$ cat config.mk
export PLATFORM = sky130hd
export DESIGN_NAME = segchk_decide
export DESIGN_NICKNAME = d
export VERILOG_FILES = /design/src/rtl/segchk_pkg.sv /design/src/rtl/segchk_decide.sv
export SDC_FILE = /design/constraint.sdc
export NUM_CORES = 1
export LEC_CHECK = 0
export ABC_CLOCK_PERIOD_IN_PS = 1600
export BUFFER_PORTS_ARGS = -buffer_cell sky130_fd_sc_hd__clkbuf_2
export CAP_MARGIN = 20
export CORE_AREA = 2 2 39 41
export DETAILED_ROUTE_END_ITERATION = 10
export DIE_AREA = 0 0 41 43
export SETUP_SLACK_MARGIN = 0.05
export SLEW_MARGIN = 10
export SYNTH_ARGS = -nofsm -noshare
export SYNTH_HDL_FRONTEND = slang
export SYNTH_SLANG_ARGS = --single-unit
export TNS_END_PERCENT = 10
$ cat constraint.sdc
create_clock -name vclk -period 1.6
set_input_delay 0.08 -clock vclk [all_inputs]
set_output_delay 0.08 -clock vclk [all_outputs]
set_load 0.03 [all_outputs]
$ cat src/rtl/segchk_pkg.sv
package segchk_pkg;
  typedef enum logic [1:0] {
    MD_REAL = 2'd0,
    MD_PROT = 2'd1,
    MD_LONG = 2'd2,
    MD_RSVD = 2'd3
  } op_mode_e;

  typedef enum logic [1:0] {
    FC_NONE  = 2'd0,
    FC_GP    = 2'd1,
    FC_STACK = 2'd2,
    FC_SEG   = 2'd3
  } fault_cls_e;

  localparam int unsigned LEN_CODE_W = 2;
  localparam int unsigned LM1_W      = 4;
  localparam int unsigned FAST_MIN_LIMIT = 7;
  localparam int unsigned SMALL_UB_W = 16;
endpackage

$ cat src/rtl/segchk_decide.sv
module segchk_decide (
  input  logic                    md_real,
  input  logic                    md_long,
  input  logic                    dsc_valid,
  input  logic                    dsc_present,
  input  logic                    is_stack,
  input  logic                    is_write,
  input  logic                    rd_allowed,
  input  logic                    wr_allowed,
  input  logic                    expand_dn,
  input  logic                    up_fail,
  input  logic                    dn_fail,
  input  logic                    fast_limit_ok,
  output logic                    fault_d,
  output segchk_pkg::fault_cls_e  cls_d,
  output logic                    rd_fast_d,
  output logic                    wr_fast_d
);
  import segchk_pkg::*;
  logic pass_fast;

  always_comb begin
    fault_d   = 1'b0;
    cls_d     = FC_NONE;
    pass_fast = 1'b0;
    if (md_long) begin
      pass_fast = 1'b1;
    end else if (md_real) begin
      if (up_fail) begin
        fault_d = 1'b1;
        cls_d   = is_stack ? FC_STACK : FC_GP;
      end else begin
        pass_fast = fast_limit_ok;
      end
    end else begin
      if (!dsc_valid) begin
        fault_d = 1'b1;
        cls_d   = FC_GP;
      end else if (!dsc_present) begin
        fault_d = 1'b1;
        cls_d   = FC_SEG;
      end else if (is_write ? !wr_allowed : !rd_allowed) begin
        fault_d = 1'b1;
        cls_d   = FC_SEG;
      end else if (expand_dn ? dn_fail : up_fail) begin
        fault_d = 1'b1;
        cls_d   = FC_SEG;
      end else begin
        pass_fast = !expand_dn && fast_limit_ok;
      end
    end
    rd_fast_d = pass_fast && !is_write;
    wr_fast_d = pass_fast && is_write;
  end
endmodule

-- Word-level counts from Yosys, hierarchy flattened
Cells that the tools add are included.
- divide/modulo/power cells: 0
- $lt $le $gt $ge: 0
- equal/unequal tests: 0
- muxes and demuxes: 24
- $mul: 0
- bitwise operators: 0
- reductions and logical operators: 7
- add/subtract/negate cells: 0
- shifts and indexed selects: 0
- operators with widths (kind ; count):
    1-bit two-way mux ; 16
    2-bit two-way mux ; 8
    1-bit zero test ; 4
    1-bit logical AND ; 3
- register bits after elaboration: 0
- memory bits (read-only): 0
- input port bits: 12
- bits in latches: 0
- RAM bits: 0
- word-level logic and storage cells: 31
- output and inout bits: 5
- memories: 0

-- Longest topological paths before layout
- word-level depth: 9
- mapped depth: 3
- gate-level depth less buffers: 3

-- Least setup slack after synthesis
OpenSTA, ideal clock, no wires.
- kind: input-to-output
- start point: in is_write
- end point: out cls_d[1]
- setup slack: -0.018 ns
- data required time: 1.520 ns
- data arrival time: 1.538 ns
- stages on the path: 3
- buffers on the path: 0
- cells stage by stage: mux2_4 > o2111a_1 > o41ai_1
- cells in the longest elaborated chain, start to end: 6
- RTL lines (element ; RTL line ; RTL):
    start, declared ; segchk_decide.sv:7 ; input logic is_write,
    1-bit two-way mux ; segchk_decide.sv:42 ; end else if (is_write ? !wr_allowed : !rd_allowed) begin
    2-bit two-way mux ; segchk_decide.sv:42 ;
    2-bit two-way mux ; segchk_decide.sv:39 ; end else if (!dsc_present) begin
    2-bit two-way mux ; segchk_decide.sv:36 ; if (!dsc_valid) begin
    2-bit two-way mux ; segchk_decide.sv:28 ; end else if (md_real) begin
    2-bit two-way mux ; segchk_decide.sv:26 ; if (md_long) begin
    end, declared ; segchk_decide.sv:15 ; output segchk_pkg::fault_cls_e cls_d,
Every way passes these cells.

-- Worst setup path in the final report
- start point: in is_write
- end point: out cls_d[0]
The elaborated chain is that of the path after synthesis.

==> metrics.txt <==
status=finished, final reports clean; clock buffers=0; 1st-iter DRT viols=3; CP max stage cell=mux2_4; peak supply drop=31.0 uV; Worst-Margin Slew=0.301 ns; syn_nets=28; vias per inst=4.04; Cell variety after synth=14; accumulated negative setup slack=0 ns; synthesis-to-finish area growth=96.8%; Post-CTS Setup Bufs=0; Yosys top cell by area=a221oi_1; # rows=14; chip height=43 um; largest cells by area after synthesis=a221oi_1, mux2_4, o2111a_1; Post-DP HPWL=392 um; post-CTS resize count=0; worst endpoint required time=1.52 ns; Core Region=0.00138 mm^2; main combinational cell family by area after synthesis=compound AO/OA/AOI/OAI gates; Buffers on Ports=17; Mean Syn Cell Area=7.27 um^2; crit-path cells=clkbuf_2 -> mux2_4 -> o2111a_1 -> a221oi_1 -> clkbuf_2; xor and xnor area share after synthesis=0%; Slew Viols, Final=0; initial core utilization=8.41%; Pre-antenna DRT Iters=2; register area share after synthesis=0%; total global-route track usage=3.70%; Max-slew headroom=79.8%; share of layout cells above drive strength 1=57.6%; pwr dens=302 mW/mm^2; CP Max Fanout=3; Synth top cells by count=a221oi_1, inv_1; pin count of the biggest net entering global routing=7; initial antenna violation count=0; # diodes=0; routed length per instance=8.61 um; Ports=17; fillers=160; Via Count=198; number of sequential cells=0; Worst Path Arrival=1.19 ns; Final Critical Period=1.27 ns; Post-Route WL=422 um; Yosys warning total=0; Max Cap Viol=0; Post-Syn Area=116 um^2; synthesized instance count=16; final net count=47; Routed Antenna Nets=0; Adder-Cell Fraction of Synth Area=0%; maximum clock frequency=790 MHz; max incr delay on CP=0.31 ns; final core occ=16.5%; Remaining Overflow, GRT=0; Simple-Gate Fraction of Synth Area=36.6%; complex-gate fraction of the synthesized area=44.1%; Total Power=69.2 uW; hold-fix buffer count after cts=0; post-synthesis mux area share=12.9%; Most Frequent Cell on Critical Path=clkbuf_2; FF/Latch Area=0 um^2; Startpoint Class=input pin; DR DRC count=0; type of the worst setup path=input pin to output port; global-route wire length before repair=503 um; die area=0.00176 mm^2; Hold Vio Cnt, Final=0; unrepaired setup endpoints after global routing=false; HP Start=is_write; HP Class=input pin to output port; leak pwr=0.000122 uW; Crit. End Element=output port; Synth top area share=15.1%; Multi-input gate area=116 um^2; Worst setup startpoint=is_write; chip width=41 um; vias in the first global route=159; endpoints failing setup=0; gpl congestion=0.489; Tcrit/Tclk final=79.1%
[critical path, delay by kind of cell]
| kind | cells | cell delay [ns] |
|---|---|---|
| AOI/OAI and AO/OA | 2 | 0.44 |
| muxes | 1 | 0.31 |
| buffers and inverters | 2 | 0.36 |
[final timing paths]
path / endpoint / cells after the start
max: cls_d[0] / 5
min: rd_fast_d / 3
[cells by family (layout without fill, tap and decap cells)]
family	count (synthesis)	count (layout)
simple gates	7	7
buf+inv	2	19
compound gates	6	6
mux	1	1
[per-stage QoR]
step                instance area, um^2  worst slack, ns  hold WS (ns)  instances
floorplan                           124            0.151         0.275         16
global placement                    229            0.333         0.497         49
detailed placement                  229            0.319         0.505         49
CTS                                 229            0.319         0.506         49
global route                        229            0.293         0.518         49
finish                              229            0.334         0.503         49
[layer usage]
metal	global-route usage, %	up-vias	part of all wire [%]
met5	0	-	0
li1	-	101	-
met4	0	0	0
met1	3.48	90	37
met2	8.13	7	56
met3	0	0	6.9
[placed cells by master (no fill, tap or decap)]
| master | netlist | routed |
|---|---|---|
| or2b_1 | 1 | 1 |
| nor2_1 | 1 | 1 |
| o41ai_2 | 0 | 1 |
| nand2_1 | 1 | 1 |
| a21oi_1 | 1 | 1 |
| clkbuf_2 | 0 | 17 |
| o2111a_1 | 1 | 1 |
| nor3b_1 | 1 | 1 |
| inv_1 | 2 | 2 |
| a221oi_1 | 2 | 2 |
| nor2b_1 | 1 | 1 |
| nor3_1 | 1 | 1 |
| nand4b_1 | 1 | 1 |
| a311oi_1 | 1 | 1 |
| mux2_4 | 1 | 1 |
[where the power goes]
part	internal (uW)	switching, uW	leakage (uW)
logic	28.4	40.8	0.000122
registers	0	0	0
clock network	0	0	0
total	28.4	40.8	0.000122
[cell type report]
cell class	instances	area share, %
repair buffers	17	37.2
multi-input cells	14	50.8
inverters	2	3.28
well taps	16	8.74
Power figures use the tool's default switching activity.
